<file path="config.mk">
export PLATFORM = sky130hd
export DESIGN_NAME = msgmem_top
export DESIGN_NICKNAME = d
export VERILOG_FILES = /design/src/rtl/msgmem_pkg.sv /design/src/rtl/msgmem_sect.sv /design/src/rtl/msgmem_ring.sv /design/src/rtl/msgmem_ctrl.sv /design/src/rtl/msgmem_gap.sv /design/src/rtl/msgmem_top.sv
export SDC_FILE = /design/constraint.sdc
export NUM_CORES = 1
export LEC_CHECK = 0
export CELL_PAD_IN_SITES_DETAIL_PLACEMENT = 0
export CELL_PAD_IN_SITES_GLOBAL_PLACEMENT = 1
export CORE_MARGIN = 3
export CORE_UTILIZATION = 55
export CTS_BUF_LIST = sky130_fd_sc_hd__clkbuf_4 sky130_fd_sc_hd__clkbuf_8
export DETAILED_ROUTE_END_ITERATION = 10
export PLACE_DENSITY = 0.81
export REMOVE_ABC_BUFFERS = 1
export SLEW_MARGIN = 0
export SYNTH_ARGS = -nofsm -noshare
export SYNTH_HDL_FRONTEND = slang
export SYNTH_SLANG_ARGS = --single-unit
</file>
<file path="constraint.sdc">
create_clock -name clk -period 24.1 [get_ports clk]
set_input_delay 4.82 -clock clk [delete_from_list [all_inputs] [get_ports clk]]
set_output_delay 4.82 -clock clk [all_outputs]
set_load 0.02 [all_outputs]
</file>
<file path="src/rtl/msgmem_pkg.sv">
`timescale 1ns/1ps
package msgmem_pkg;
  typedef enum logic [1:0] {
    MODE_OFF   = 2'b00,
    MODE_LOAD  = 2'b01,
    MODE_READ  = 2'b10,
    MODE_CLEAR = 2'b11
  } mem_mode_e;
endpackage

</file>
<file path="src/rtl/msgmem_sect.sv">
`timescale 1ns/1ps
// One section of the loop: a plain shift chain, blank (1) after reset.
module msgmem_sect #(
  parameter int LEN = 64
) (
  input  logic clk,
  input  logic rst_n,
  input  logic en,
  input  logic din,
  output logic dout
);
  logic [LEN-1:0] sr_q;
  logic [LEN-1:0] sr_d;

  always_comb begin
    sr_d = sr_q;
    if (en) sr_d = {sr_q[LEN-2:0], din};
  end

  always_ff @(posedge clk or negedge rst_n) begin
    if (!rst_n) sr_q <= '1;
    else        sr_q <= sr_d;
  end

  assign dout = sr_q[LEN-1];
endmodule

</file>
<file path="src/rtl/msgmem_ring.sv">
`timescale 1ns/1ps
// Loop of sections. The last section is one stage short and a separate
// tail stage follows it, so the cell about to emerge is visible.
module msgmem_ring #(
  parameter int SECT_LEN = 64,
  parameter int SECT_CNT = 8
) (
  input  logic clk,
  input  logic rst_n,
  input  logic shift_en,
  input  logic din,
  output logic tail,
  output logic pre_tail
);
  logic [SECT_CNT:0] link;
  logic tail_q;
  logic tail_d;

  assign link[0] = din;

  for (genvar i = 0; i < SECT_CNT; i++) begin : g_sect
    localparam int STAGES = (i == SECT_CNT - 1) ? SECT_LEN - 1 : SECT_LEN;
    msgmem_sect #(.LEN(STAGES)) u_sect (
      .clk  (clk),
      .rst_n(rst_n),
      .en   (shift_en),
      .din  (link[i]),
      .dout (link[i+1])
    );
  end

  assign pre_tail = link[SECT_CNT];

  always_comb begin
    tail_d = tail_q;
    if (shift_en) tail_d = pre_tail;
  end

  always_ff @(posedge clk or negedge rst_n) begin
    if (!rst_n) tail_q <= 1'b1;
    else        tail_q <= tail_d;
  end

  assign tail = tail_q;
endmodule

</file>
<file path="src/rtl/msgmem_ctrl.sv">
`timescale 1ns/1ps
// Load and erase bookkeeping: load count, erase count, capacity warning.
module msgmem_ctrl
  import msgmem_pkg::*;
#(
  parameter int TOTAL    = 512,
  parameter int SYNC_LEN = 8
) (
  input  logic      clk,
  input  logic      rst_n,
  input  mem_mode_e mode,
  input  logic      tick_norm,
  input  logic      tick_fast,
  input  logic      key_bit,
  input  logic      key_busy,
  output logic      load_shift,
  output logic      clear_shift,
  output logic      wr_bit,
  output logic      full_led
);
  localparam int CNT_W = $clog2(TOTAL + 1);
  localparam logic [CNT_W-1:0] TOTAL_C = CNT_W'(TOTAL);
  localparam logic [CNT_W-1:0] SYNC_C  = CNT_W'(SYNC_LEN);
  localparam logic [CNT_W-1:0] WARN_C  = CNT_W'(TOTAL - SYNC_LEN);

  logic [CNT_W-1:0] ld_q, ld_d;
  logic [CNT_W-1:0] clr_q, clr_d;
  logic in_sync;
  logic is_load;
  logic is_clear;

  assign is_load  = (mode == MODE_LOAD);
  assign is_clear = (mode == MODE_CLEAR);
  assign in_sync  = (ld_q < SYNC_C);

  always_comb begin
    load_shift  = is_load && tick_norm && (ld_q != TOTAL_C) && (in_sync || key_busy);
    clear_shift = is_clear && tick_fast && (clr_q != TOTAL_C);
    wr_bit      = is_clear || in_sync || !key_bit;
    full_led    = is_clear ? (clr_q != TOTAL_C) : (ld_q >= WARN_C);
  end

  always_comb begin
    ld_d = ld_q;
    if (is_clear)        ld_d = '0;
    else if (load_shift) ld_d = ld_q + 1'b1;
  end

  always_comb begin
    clr_d = clr_q;
    if (!is_clear)        clr_d = '0;
    else if (clear_shift) clr_d = clr_q + 1'b1;
  end

  always_ff @(posedge clk or negedge rst_n) begin
    if (!rst_n) begin
      ld_q  <= '0;
      clr_q <= '0;
    end else begin
      ld_q  <= ld_d;
      clr_q <= clr_d;
    end
  end
endmodule

</file>
<file path="src/rtl/msgmem_gap.sv">
`timescale 1ns/1ps
// Playback pacing: blank-run counter, rate select, start-of-message gate.
module msgmem_gap
  import msgmem_pkg::*;
#(
  parameter int SYNC_LEN = 8
) (
  input  logic      clk,
  input  logic      rst_n,
  input  mem_mode_e mode,
  input  logic      tick_norm,
  input  logic      tick_fast,
  input  logic      pre_tail,
  output logic      read_shift,
  output logic      fast_sel,
  output logic      synced
);
  localparam int RUN_W = $clog2(SYNC_LEN + 2);
  localparam logic [RUN_W-1:0] RUN_MAX = RUN_W'(SYNC_LEN + 1);
  localparam logic [RUN_W-1:0] SYNC_M1 = RUN_W'(SYNC_LEN - 1);

  logic [RUN_W-1:0] run_q, run_d;
  logic sync_q, sync_d;
  logic is_read;

  assign is_read = (mode == MODE_READ);

  always_comb begin
    fast_sel   = is_read && (run_q == RUN_MAX) && pre_tail;
    read_shift = is_read && (fast_sel ? tick_fast : tick_norm);
  end

  always_comb begin
    run_d  = run_q;
    sync_d = sync_q;
    if (!is_read) begin
      run_d  = '0;
      sync_d = 1'b0;
    end else if (read_shift) begin
      if (pre_tail) begin
        if (run_q != RUN_MAX) run_d = run_q + 1'b1;
        if (run_q >= SYNC_M1) sync_d = 1'b1;
      end else begin
        run_d = '0;
      end
    end
  end

  always_ff @(posedge clk or negedge rst_n) begin
    if (!rst_n) begin
      run_q  <= '0;
      sync_q <= 1'b0;
    end else begin
      run_q  <= run_d;
      sync_q <= sync_d;
    end
  end

  assign synced = sync_q;
endmodule

</file>
<file path="src/rtl/msgmem_top.sv">
`timescale 1ns/1ps
module msgmem_top
  import msgmem_pkg::*;
#(
  parameter int SECT_LEN = 64,
  parameter int SECT_CNT = 8,
  parameter int SYNC_LEN = 8
) (
  input  logic       clk,
  input  logic       rst_n,
  input  logic [1:0] mode,
  input  logic       key_bit,
  input  logic       key_busy,
  input  logic       tick_norm,
  input  logic       tick_fast,
  output logic       key_out,
  output logic       data_led,
  output logic       full_led
);
  localparam int TOTAL = SECT_LEN * SECT_CNT;

  logic [1:0] rst_pipe_q;
  logic rst_int_n;
  mem_mode_e mode_e;
  logic load_shift, clear_shift, read_shift, shift_en;
  logic wr_bit, ring_din, tail, pre_tail;
  logic fast_sel, synced;

  // reset: asserted at once, released after two clock edges
  always_ff @(posedge clk or negedge rst_n) begin
    if (!rst_n) rst_pipe_q <= 2'b00;
    else        rst_pipe_q <= {rst_pipe_q[0], 1'b1};
  end
  assign rst_int_n = rst_pipe_q[1];

  assign mode_e = mem_mode_e'(mode);

  msgmem_ctrl #(.TOTAL(TOTAL), .SYNC_LEN(SYNC_LEN)) u_ctrl (
    .clk        (clk),
    .rst_n      (rst_int_n),
    .mode       (mode_e),
    .tick_norm  (tick_norm),
    .tick_fast  (tick_fast),
    .key_bit    (key_bit),
    .key_busy   (key_busy),
    .load_shift (load_shift),
    .clear_shift(clear_shift),
    .wr_bit     (wr_bit),
    .full_led   (full_led)
  );

  msgmem_gap #(.SYNC_LEN(SYNC_LEN)) u_gap (
    .clk       (clk),
    .rst_n     (rst_int_n),
    .mode      (mode_e),
    .tick_norm (tick_norm),
    .tick_fast (tick_fast),
    .pre_tail  (pre_tail),
    .read_shift(read_shift),
    .fast_sel  (fast_sel),
    .synced    (synced)
  );

  assign shift_en = load_shift | clear_shift | read_shift;
  assign ring_din = (mode_e == MODE_READ) ? tail : wr_bit;

  msgmem_ring #(.SECT_LEN(SECT_LEN), .SECT_CNT(SECT_CNT)) u_ring (
    .clk     (clk),
    .rst_n   (rst_int_n),
    .shift_en(shift_en),
    .din     (ring_din),
    .tail    (tail),
    .pre_tail(pre_tail)
  );

  always_comb begin
    unique case (mode_e)
      MODE_OFF:   key_out = key_bit;
      MODE_LOAD:  key_out = key_bit;
      MODE_READ:  key_out = synced & ~tail;
      MODE_CLEAR: key_out = 1'b0;
      default:    key_out = 1'b0;
    endcase
  end

  assign data_led = key_out;
endmodule

</file>
==> results.md <==
* Hold_sp: rst_pipe_q[0]
* RSZ-0062 raised after global routing: no
* Total clock sinks at 539
* Inserted Clock Buffers at 87
* Worst path cell trace: clkdlybuf4s50_1 > nand2_1 > o21ai_0 > nand2_1 > clkdlybuf4s50_1
* CTS tree: done
* # DRC at 0
* Area Growth Syn to Fin at 7.342%
* Die ar. at 0.04502 sq mm
* Dpl ws at 12.63 ns
* Worst VDD drop at 0.05226 mV
* Flop and latch count out of synthesis at 539
* Crit path max-delay family: buffers and inverters
* Power density cells at 76.41 mW/mm^2
* Starting Density at 56.49%
* Setup crit end: full_led
* Seq. cell area at 0.01413 sq mm
* CP Launch Type: input pin
* Top_reg_cell synth: dfstp_2
* Final Power at 1.918 mW
* Worst Setup Path Type: input pin to primary output
* Hold Violations, Final at 0
* Pre-antenna DRT Iters at 4
* Buf+Inv Stages, Crit Path at 2
* Via count at 9800
* Antenna Nets Post-Route at 0
* Initial DRC Count at 481
* Avg Synthesized Cell Area at 18.75 sq um
* Register area share after synthesis at 60.43%
* Unique cell type count in the Yosys netlist at 47
* Die extent in x at 212.2 um
* Status: finished, final reports clean
* R2R Setup Slk at 19.89 ns
* Reg2reg path depth at 7
* Critical path's slowest cell: clkdlybuf4s50_1
* Max Cap Viol at 0
* Share of layout cells above drive strength 1 at 82.32%
* Max_slew headroom at 22.90%
* Critical path depth in cells at 5
* Port bufs at 10
* Multi-input gate area at 0.008102 sq mm
* Setup violators final at 0
* Cts hold-fix bufs at 0
* Vias/cell at 5.169
* Final max-slew violation count at 0
* R2R Path Start: u_ctrl.ld_q[7]
* Final Non-Filler Cells at 1896
* Drt total wl at 29.64 mm
* Syn Inst Count at 1247
* Initial antenna violation count at 0
* CP required at 19.28 ns
* Core Region at 0.04139 sq mm
* Async set or reset register ratio after synthesis at 100.0%
* Leakage power at 10.67 nW
* Worst clock skew at 0.02030 ns
* Clock root buffer: clkbuf_8
* Die Y at 212.2 um
* Skew-Pair Late Insertion Delay at 0.62 ns
* Setup ws final at 12.66 ns
* Setup TNS at 0 ns
* Drt wl/cell at 15.63 um
* Layout fillers at 2972
* Total GRT Usage at 13.84%
* CTS H-tree lvls at 3
* DP HPWL at 14.96 mm
* Min cycle time layout at 11.44 ns
* Critical Path AT at 6.62 ns
* Placed insts at 1736
* # Post-CTS Setup Buffers at 0
* Slowest cell delay on critical path at 0.61 ns
* Final cell area excluding filler cells at 0.02510 sq mm
* Row count at 74
* Util after Layout at 60.64%
* Vias in the first global route at 10880
* Actual slew at the worst max-slew pin at 1.157 ns
* Tcrit/Tclk final at 47.47%
* Clock Tree Buf Depth at 3
* First-pass GRT wire length at 52.99 mm
* Nets at 1307
* Largest net degree at the start of global routing at 184
* HP Class: flop to flop
* Critical Path Sink Type: primary output
* Yosys synthesis warning count at 0
* I/O Pins at 11
* RD Place Congestion at 0.7110
* Worst Setup SP: mode[1]
* Post-synth EDFFs at 0
* WHS at 0.3588 ns
* Clock-pin slew on the worst setup and hold paths at 0.05 ns
* Placed instance area at 0.02315 sq mm
* Critical path peak fanout at 14
* R2R Path End: u_ring.g_sect[3].u_sect.sr_q[29]
* Remaining Overflow, GRT at 0
* Fmax at 87.41 MHz
* Post_cts resized at 0
* Mapped cell area at 0.02338 sq mm
==> Yosys cell counts, drive strengths merged, types with 2 or more instances <==
cell     instances  area (sq um)
inv              9         33.78
nor2b            2         12.51
dfstp          512         13450
mux2           511          7282
nor2            20         75.07
or4              2         22.52
nand2           16         60.06
nand4b           2         17.52
nand2b           5         31.28
and3             2         12.51
nor3             3         15.01
xnor2            8         70.07
o21ai           11         55.05
ha               6         75.07
dfrtp           27         675.7
a2111oi          2         17.52
o211ai           3         22.52
nor4             3         18.77
a21oi            4         31.28
nand3            4         20.02
nand4            7         43.79
xor2             7         61.31
buf             59          1106
clkbuf           3         11.26
mux2i            4         40.04
==> flip-flops by register name, summed over array words and instances, names as in the netlist <==
name / cells
u_ring.g_sect.u_sect.sr_q: 511
u_ctrl.ld_q: 10
u_ring.tail: 1
u_ctrl.clr_q: 10
u_gap.run_q: 4
rst_pipe_q: 2
u_gap.synced: 1
==> logic make-up (layout without fill, tap and decap cells) <==
| group | count (synthesis) | after routing | synth area share (%) |
|---|---|---|---|
| AO/OA/AOI/OAI | 26 | 26 | 0.7385 |
| flip-flops | 539 | 539 | 60.43 |
| adder cells (fa/ha/maj) | 6 | 6 | 0.3211 |
| multiplexers | 515 | 515 | 31.32 |
| XOR/XNOR | 15 | 15 | 0.5619 |
| other | 1 | 2 | 0.01604 |
| buffers and inverters | 71 | 187 | 4.923 |
| AND/OR/NAND/NOR | 74 | 74 | 1.696 |
==> power by group <==
part	total (mW)	switching, mW	leakage, nW	internal (mW)
Clock	0.845	0.351	1.04	0.493
Combinational	0.120	0.0623	3.98	0.0580
Sequential	0.953	0.0130	5.65	0.940
Total	1.92	0.427	10.7	1.49
==> worst register-to-register path, cell delays in order (launching register included) <==
cell and delay (ns):
dfrtp_1 0.42, or4_4 0.56, or4_4 0.46, a21oi_4 0.22, nand4b_1 0.19, buf_12 0.75, buf_4 1.04, mux2_2 0.51
==> metal layers <==
metal  track usage, %  share of wire (%)  up-vias
li1                 -                  -     4485
met1            20.32                 50     5155
met2            19.78                 44      103
met3            3.468                3.8       57
met4            5.704                2.3        0
met5                0                  0        -
==> cells in the final DEF, fill, tap and decap left out, types with 5 or more instances in the layout <==
master           count
dfstp_2            512
mux2_1              74
clkbuf_4            28
xor2_1               7
clkinv_2             8
o21ai_0             10
dfrtp_1             26
mux2_4             407
ha_1                 6
buf_4                5
clkdlybuf4s50_1     10
nand4_1              7
nor2_1              20
inv_1                9
nand2_1             16
inv_6                5
clkbuf_8           115
xnor2_1              8
mux2_2              30
nand2b_1             5
==> worst min path at each step <==
stage                    endpoint  slack, ns  depth (start not counted)
detailed placement  rst_pipe_q[1]       0.34                          0
floorplan           rst_pipe_q[1]       0.33                          0
CTS                 rst_pipe_q[1]       0.36                          0
global route        rst_pipe_q[1]       0.37                          0
finish              rst_pipe_q[1]       0.36                          0
global placement    rst_pipe_q[1]       0.34                          0
==> layout make-up <==
type | count | share of cell area (%)
antenna | 1 | 0.009971
clock buffer | 143 | 7.144
clock inverter | 16 | 0.6032
inverter | 9 | 0.1346
multi-input combinational | 637 | 32.28
sequential | 539 | 56.31
tap | 532 | 2.652
timing repair buffer | 19 | 0.8674
No activity file was read; power rests on OpenSTA's default activity.
